## config.mk

```make
export PLATFORM = sky130hd
export DESIGN_NAME = irq_automask_ctrl
export DESIGN_NICKNAME = d
export VERILOG_FILES = /design/src/rtl/irqc_pkg.sv /design/src/rtl/irqc_regdec.sv /design/src/rtl/irqc_srcstate.sv /design/src/rtl/irqc_prio.sv /design/src/rtl/irq_automask_ctrl.sv
export SDC_FILE = /design/constraint.sdc
export NUM_CORES = 1
export LEC_CHECK = 0
export ABC_AREA = 1
export BUFFER_PORTS_ARGS = -buffer_cell sky130_fd_sc_hd__buf_4
export CAP_MARGIN = 20
export CORE_ASPECT_RATIO = 1.75
export CORE_MARGIN = 2
export CORE_UTILIZATION = 56
export DETAILED_ROUTE_END_ITERATION = 8
export HOLD_SLACK_MARGIN = 0.06
export PLACE_DENSITY = 0.85
export SLEW_MARGIN = 20
export SYNTH_ARGS = -nofsm -noshare
export SYNTH_HDL_FRONTEND = slang
export SYNTH_SLANG_ARGS = --single-unit
```

## constraint.sdc

```tcl
create_clock -name clk -period 6.5 [get_ports clk]
set_input_delay 1.625 -clock clk [delete_from_list [all_inputs] [get_ports clk]]
set_output_delay 1.625 -clock clk [all_outputs]
set_load 0.1 [all_outputs]
```

## src/rtl/irqc_pkg.sv

```systemverilog
package irqc_pkg;

  localparam int WORD_W = 32;

  typedef enum logic [2:0] {
    GRP_EVENT    = 3'd0,
    GRP_MASK_SET = 3'd1,
    GRP_MASK_CLR = 3'd2,
    GRP_TRIG_SET = 3'd3,
    GRP_TRIG_CLR = 3'd4
  } grp_e;

  localparam logic [15:0] KIND_HW = 16'd0;

  function automatic int words_for(input int n);
    return (n + WORD_W - 1) / WORD_W;
  endfunction

  function automatic int idx_bits(input int n);
    return (n <= 1) ? 1 : $clog2(n);
  endfunction

endpackage

```

## src/rtl/irqc_regdec.sv

```systemverilog
module irqc_regdec
  import irqc_pkg::*;
#(
  parameter int N_IRQ  = 64,
  parameter int WIDX_W = 1,
  localparam int AW    = 3 + WIDX_W
) (
  input  logic             wr_en,
  input  logic [AW-1:0]    wr_addr,
  input  logic [31:0]      wr_data,
  output logic [N_IRQ-1:0] mask_set,
  output logic [N_IRQ-1:0] mask_clr,
  output logic [N_IRQ-1:0] trig_set,
  output logic [N_IRQ-1:0] trig_clr
);

  grp_e              grp;
  logic [WIDX_W-1:0] widx;

  assign grp  = grp_e'(wr_addr[AW-1 -: 3]);
  assign widx = wr_addr[WIDX_W-1:0];

  for (genvar i = 0; i < N_IRQ; i++) begin : g_bit
    localparam int WORD = i / WORD_W;
    localparam int POS  = i % WORD_W;
    logic hit;
    assign hit         = wr_en && (widx == WIDX_W'(WORD)) && wr_data[POS];
    assign mask_set[i] = hit && (grp == GRP_MASK_SET);
    assign mask_clr[i] = hit && (grp == GRP_MASK_CLR);
    assign trig_set[i] = hit && (grp == GRP_TRIG_SET);
    assign trig_clr[i] = hit && (grp == GRP_TRIG_CLR);
  end

endmodule

```

## src/rtl/irqc_srcstate.sv

```systemverilog
module irqc_srcstate #(
  parameter int N_IRQ = 64,
  parameter int IW    = 6
) (
  input  logic             clk,
  input  logic             rst,
  input  logic [N_IRQ-1:0] mask_set,
  input  logic [N_IRQ-1:0] mask_clr,
  input  logic [N_IRQ-1:0] trig_set,
  input  logic [N_IRQ-1:0] trig_clr,
  input  logic             ack_fire,
  input  logic [IW-1:0]    ack_idx,
  output logic [N_IRQ-1:0] mask_q,
  output logic [N_IRQ-1:0] trig_q
);

  logic [N_IRQ-1:0] auto_vec;
  logic [N_IRQ-1:0] mask_d;
  logic [N_IRQ-1:0] trig_d;

  // auto-mask is ORed last so it overrides a same-cycle clear
  assign auto_vec = ack_fire ? (N_IRQ'(1) << ack_idx) : '0;
  assign mask_d   = (mask_q & ~mask_clr) | mask_set | auto_vec;
  assign trig_d   = (trig_q & ~trig_clr) | trig_set;

  always_ff @(posedge clk) begin
    if (rst) begin
      mask_q <= '1;
      trig_q <= '0;
    end else begin
      mask_q <= mask_d;
      trig_q <= trig_d;
    end
  end


  automask_set_chk: assert property (@(posedge clk) disable iff (rst)
    ack_fire |=> mask_q[$past(ack_idx)]);


  mask_fall_only_by_clr_chk: assert property (@(posedge clk) disable iff (rst)
    (($past(mask_q) & ~mask_q & ~$past(mask_clr)) == '0));


  trig_rise_only_by_set_chk: assert property (@(posedge clk) disable iff (rst)
    ((~$past(trig_q) & trig_q & ~$past(trig_set)) == '0));

endmodule

```

## src/rtl/irqc_prio.sv

```systemverilog
module irqc_prio #(
  parameter int N_IRQ = 64,
  parameter int IW    = 6
) (
  input  logic [N_IRQ-1:0] cand,
  output logic             found,
  output logic [IW-1:0]    idx
);

  function automatic logic [IW:0] lowest_set(input logic [N_IRQ-1:0] v);
    logic [IW:0] r;
    r = '0;
    for (int i = N_IRQ - 1; i >= 0; i--) begin
      if (v[i]) r = {1'b1, IW'(i)};
    end
    return r;
  endfunction

  logic [IW:0] pick;
  assign pick  = lowest_set(cand);
  assign found = pick[IW];
  assign idx   = pick[IW-1:0];

endmodule

```

## src/rtl/irq_automask_ctrl.sv

```systemverilog
module irq_automask_ctrl
  import irqc_pkg::*;
#(
  parameter int N_IRQ   = 64,
  localparam int WORDS  = words_for(N_IRQ),
  localparam int WIDX_W = idx_bits(WORDS),
  localparam int AW     = 3 + WIDX_W
) (
  input  logic             clk,
  input  logic             rst,
  input  logic [N_IRQ-1:0] irq_lines,
  input  logic             wr_en,
  input  logic [AW-1:0]    wr_addr,
  input  logic [31:0]      wr_data,
  input  logic             rd_en,
  input  logic [AW-1:0]    rd_addr,
  output logic [31:0]      rd_data,
  output logic             rd_valid,
  output logic             rd_evt_found,
  output logic             irq_o
);

  localparam int IW    = idx_bits(N_IRQ);
  localparam int PAD_W = WORDS * WORD_W;

  logic [N_IRQ-1:0] mask_set, mask_clr, trig_set, trig_clr;
  logic [N_IRQ-1:0] mask_q, trig_q;
  logic [N_IRQ-1:0] eff_req;
  logic [N_IRQ-1:0] cand;
  logic             win_found;
  logic [IW-1:0]    win_idx;
  logic             ack_fire;
  grp_e             rd_grp;
  logic [WIDX_W-1:0] rd_widx;
  logic [PAD_W-1:0] mask_pad, trig_pad;
  logic [31:0]      rd_word;
  logic             rd_hit_evt;

  irqc_regdec #(.N_IRQ(N_IRQ), .WIDX_W(WIDX_W)) u_dec (
    .wr_en    (wr_en),
    .wr_addr  (wr_addr),
    .wr_data  (wr_data),
    .mask_set (mask_set),
    .mask_clr (mask_clr),
    .trig_set (trig_set),
    .trig_clr (trig_clr)
  );

  irqc_srcstate #(.N_IRQ(N_IRQ), .IW(IW)) u_state (
    .clk      (clk),
    .rst      (rst),
    .mask_set (mask_set),
    .mask_clr (mask_clr),
    .trig_set (trig_set),
    .trig_clr (trig_clr),
    .ack_fire (ack_fire),
    .ack_idx  (win_idx),
    .mask_q   (mask_q),
    .trig_q   (trig_q)
  );

  assign eff_req = irq_lines | trig_q;
  assign cand    = eff_req & ~mask_q;
  assign irq_o   = |cand;

  irqc_prio #(.N_IRQ(N_IRQ), .IW(IW)) u_prio (
    .cand  (cand),
    .found (win_found),
    .idx   (win_idx)
  );

  assign rd_grp     = grp_e'(rd_addr[AW-1 -: 3]);
  assign rd_widx    = rd_addr[WIDX_W-1:0];
  assign rd_hit_evt = rd_en && (rd_grp == GRP_EVENT);
  assign ack_fire   = rd_hit_evt && win_found;

  assign mask_pad = PAD_W'(mask_q);
  assign trig_pad = PAD_W'(trig_q);

  always_comb begin
    rd_word = '0;
    unique case (rd_grp)
      GRP_EVENT: begin
        if (win_found) rd_word = {KIND_HW, 16'(win_idx)};
      end
      GRP_MASK_SET: begin
        for (int w = 0; w < WORDS; w++)
          if (rd_widx == WIDX_W'(w)) rd_word = mask_pad[w*WORD_W +: WORD_W];
      end
      GRP_TRIG_SET: begin
        for (int w = 0; w < WORDS; w++)
          if (rd_widx == WIDX_W'(w)) rd_word = trig_pad[w*WORD_W +: WORD_W];
      end
      default: rd_word = '0;
    endcase
  end

  always_ff @(posedge clk) begin
    if (rst) begin
      rd_data      <= '0;
      rd_valid     <= 1'b0;
      rd_evt_found <= 1'b0;
    end else begin
      rd_valid     <= rd_en;
      rd_data      <= rd_en ? rd_word : '0;
      rd_evt_found <= ack_fire;
    end
  end


  evt_unmasked_chk: assert property (@(posedge clk) disable iff (rst)
    ack_fire |-> (eff_req[win_idx] && !mask_q[win_idx]));


  lowest_wins_chk: assert property (@(posedge clk) disable iff (rst)
    win_found |-> ((cand & ((N_IRQ'(1) << win_idx) - N_IRQ'(1))) == '0));


  irq_matches_chk: assert property (@(posedge clk) disable iff (rst)
    irq_o == win_found);


  resp_follows_strobe_chk: assert property (@(posedge clk) disable iff (rst)
    rd_en |=> rd_valid);


  evt_kind_chk: assert property (@(posedge clk) disable iff (rst)
    rd_evt_found |-> (rd_valid && rd_data[31:16] == KIND_HW));

endmodule

```

==> qor.csv <==
stage,metric,value,unit
status,outcome,"finished, final reports clean",
grt,antenna_found_initial,0,
worst_setup_path,required,6.87,ns
place,gp_congestion,0.948,
worst_setup_path,start_kind,input port,
synth,synthMuxAreaShare,0,%
floorplan,die_w,102,microns
clocking,cts_root_buffer,clkbuf_16,
min_path,min_path_type,flop to flop,
detailed_routing,drc,0,
detailed_routing,wl_per_cell,17.0,microns
final_layout,final_common_cell,nand2_1,
timing,max_slew_margin,24.8,%
synth,synth_xor_area_share,0,%
timing,grt_setup_unrepaired,false,
power,powerDensity,221,mW/mm^2
grt,grt_pass1_vias,10200,
timing,worstMarginPinSlew,1.13,ns
grt,grt_overflow,0,
detailed_routing,drt_iter0_drc,981,
grt,grt_pass1_wl,48.9,mm
worst_setup_path,critPathMaxFanout,5,
detailed_routing,drt.antenna.violating_nets,0,
synth,yosys.area_share.adder,0,%
clocking,htree_num_levels,4,
synth,synth_top_family_by_area,simple AND/OR/NAND/NOR gates,
timing,hold_violations,0,
worst_setup_path,path_class,input port to flop,
clocking,cts.reportedPaths.clkPinSlew,0.07,ns
clocking,ctsResizeCount,0,
detailed_routing,route.met3.wl,2.64,mm
power,p_leak,5.05,nW
clocking,clk_latency,0.44,ns
floorplan,fp.dieH,176,microns
place,dpl.hpwl,20.7,mm
synth,yosysWarnings,0,
final_layout,drive_gt1_share,15.9,%
detailed_routing,drtPass1Iterations,7,
power,seqPwrFrac,41.2,%
clocking,cts_num_sinks,162,
timing,skew,0.0127,ns
synth,synthDistinctLibCells,34,
floorplan,coreArea,0.0164,sq mm
floorplan,initial_utilization,57.6,%
final_layout,nets,1713,
timing,layout_min_cycle_time,5.66,ns
timing,hold_slack,0.489,ns
power,switching_share,32.3,%
synth,ys_seq_area_share,34.3,%
synth,synth.net_count,1622,
clocking,cts_tree,built,
synth,netlist_top_cells_area,"dfxtp_1, nand2_1, o21ai_0",
grt,globalRouteTotalUtil,34.9,%
detailed_routing,dr_total_vias,10600,
timing,timing.fmax,177,MHz
floorplan,rows,62,
synth,async_reset_ff_share,0,%
synth,synth-edff-count,0,
final_layout,area_delta_synth_final,17.9,%
synth,synth.avg_cell_area,6.25,sq um
synth,synth_compound_area_share,22.5,%
timing,fin_tns_setup,0,ns
clocking,clk_path_buf_depth,2,
power,pwr-share-comb,17.6,%
floorplan,die_area,0.0180,sq mm
job,maxCapViolations,0,
worst_setup_path,crit_slowest_cell,nor2_2,
final_layout,num_antenna_cells,0,
timing,setup_viol,0,
final_layout,final_cell_mix,"nand2_1, nor2_1, o21ai_0",
timing,drv_slew,0,
synth,ys.flop_type,dfxtp_1,
worst_setup_path,cp-end-kind,flop,
timing,fin_crit_sh,87.0,%
synth,syn_inst,1514,
worst_setup_path,cpMostUsedCell,nand2_1,
detailed_routing,post_drt_via_cell_ratio,5.77,
clocking,cts_setup_buffers,0,
detailed_routing,drt-met1-wl,10.8,mm
synth,syn_area,0.00947,sq mm
worst_setup_path,critPathMaxStageDelay,0.34,ns
power,p_sw,0.000795,W
floorplan,io-pin-count,143,
synth,yosys.area_share.simple,32.4,%
worst_setup_path,worstPathArrival,6.03,ns
power,intPower,0.00167,W
detailed_routing,wl_met2,15.0,mm
power,clkPwrFrac,41.2,%
synth,synth_seq_cells,162,
detailed_routing,wirelength,31.3,mm
grt,grt_max_degree,76,
clocking,cts_made_buffers,17,
power,irDropWorstVdd,0.168,mV
detailed_routing,highest_layer,met4,
synth,yosysTopAreaCell,dfxtp_1,
place,portBuffers,142,
synth,synth_top_cell_area_share,34.3,%
clocking,hold_buffers,0,
cell type report:
| class | instances | area (sq um) |
|---|---|---|
| Clock buffer | 18 | 429 |
| Clock inverter | 14 | 144 |
| Fill cell | 1493 | 5290 |
| Inverter | 175 | 667 |
| Multi-Input combinational cell | 1096 | 5240 |
| Sequential cell | 162 | 3240 |
| Tap cell | 224 | 280 |
| Timing Repair Buffer | 153 | 1150 |
sequential cells by signal (all words and copies together), names as in the netlist:
| name | count |
|---|---|
| rd_data | 32 |
| rd_evt_found | 1 |
| rd_valid | 1 |
| u_state.mask_q | 64 |
| u_state.trig_q | 64 |
metrics by stage:
stage / power [W] / std cells / setup slack [ns] / utilization, % / instance area (sq um)
finish: 0.00246 / 1842 / 0.843 / 67.8 / 11200
global route: 0.00253 / 1842 / 0.112 / 67.8 / 11200
CTS: 0.00245 / 1842 / 0.901 / 67.8 / 11200
detailed placement: 0.00146 / 1810 / 0.551 / 64.3 / 10600
global placement: 0.00145 / 1810 / 0.526 / 64.3 / 10600
floorplan: 0.00132 / 1514 / 1.48 / - / 9470
path summary, 6_finish.rpt:
kind / depth (start not counted) / slack, ns / to / startpoint
worst max register to register: 68 / 1.75 / u_state.mask_q[13] / u_state.trig_q[63]
worst min-delay path: 2 / 0.49 / u_state.trig_q[52] / u_state.trig_q[52]
worst max-delay path: 68 / 0.84 / u_state.mask_q[13] / irq_lines[62]
worst min register to register: 2 / 0.49 / u_state.trig_q[52] / u_state.trig_q[52]
critical path: cells and delay by family:
family,cells,cell delay [ns]
buffers and inverters,1,0.11
AO/OA/AOI/OAI,1,0.13
AND/OR/NAND/NOR,66,4.18
synthesized netlist by cell type, types with 4 or more instances:
cell type / instances
buf_1: 5
buf_2: 15
nand3_1: 51
nor2_2: 4
nand4_1: 17
nor2_1: 216
nand2_1: 415
clkinv_1: 9
a31oi_1: 4
dfxtp_1: 162
o21ai_4: 7
o21ai_0: 200
o21ai_1: 25
inv_2: 4
a21oi_1: 74
nor2_4: 10
o21ai_2: 26
nand3_4: 5
a32oi_1: 25
dlygate4sd1_1: 4
inv_1: 160
clkbuf_1: 55
kinds of logic after synthesis:
family                 after synthesis
DFF                                162
AOI/OAI and AO/OA                  367
buffers and inverters              256
and+or+nand+nor                    729
power groups by stage:
stage	combinational, W	clock (W)	sequential (W)
after floorplan	0.000254	0	0.00106
after global placement	0.000418	0	0.00104
after detailed placement	0.000423	0	0.00104
after CTS	0.000426	0.00101	0.00101
after global routing	0.000465	0.00105	0.00102
final	0.000434	0.00101	0.00101
metal layers:
| layer | up-vias | global-route usage (%) |
|---|---|---|
| met4 | 0 | 30.1 |
| met3 | 182 | 6.29 |
| li1 | 5029 | - |
| met5 | - | 0 |
| met1 | 4791 | 37.4 |
| met2 | 619 | 57.5 |
No activity file was read; power rests on OpenSTA's default activity.
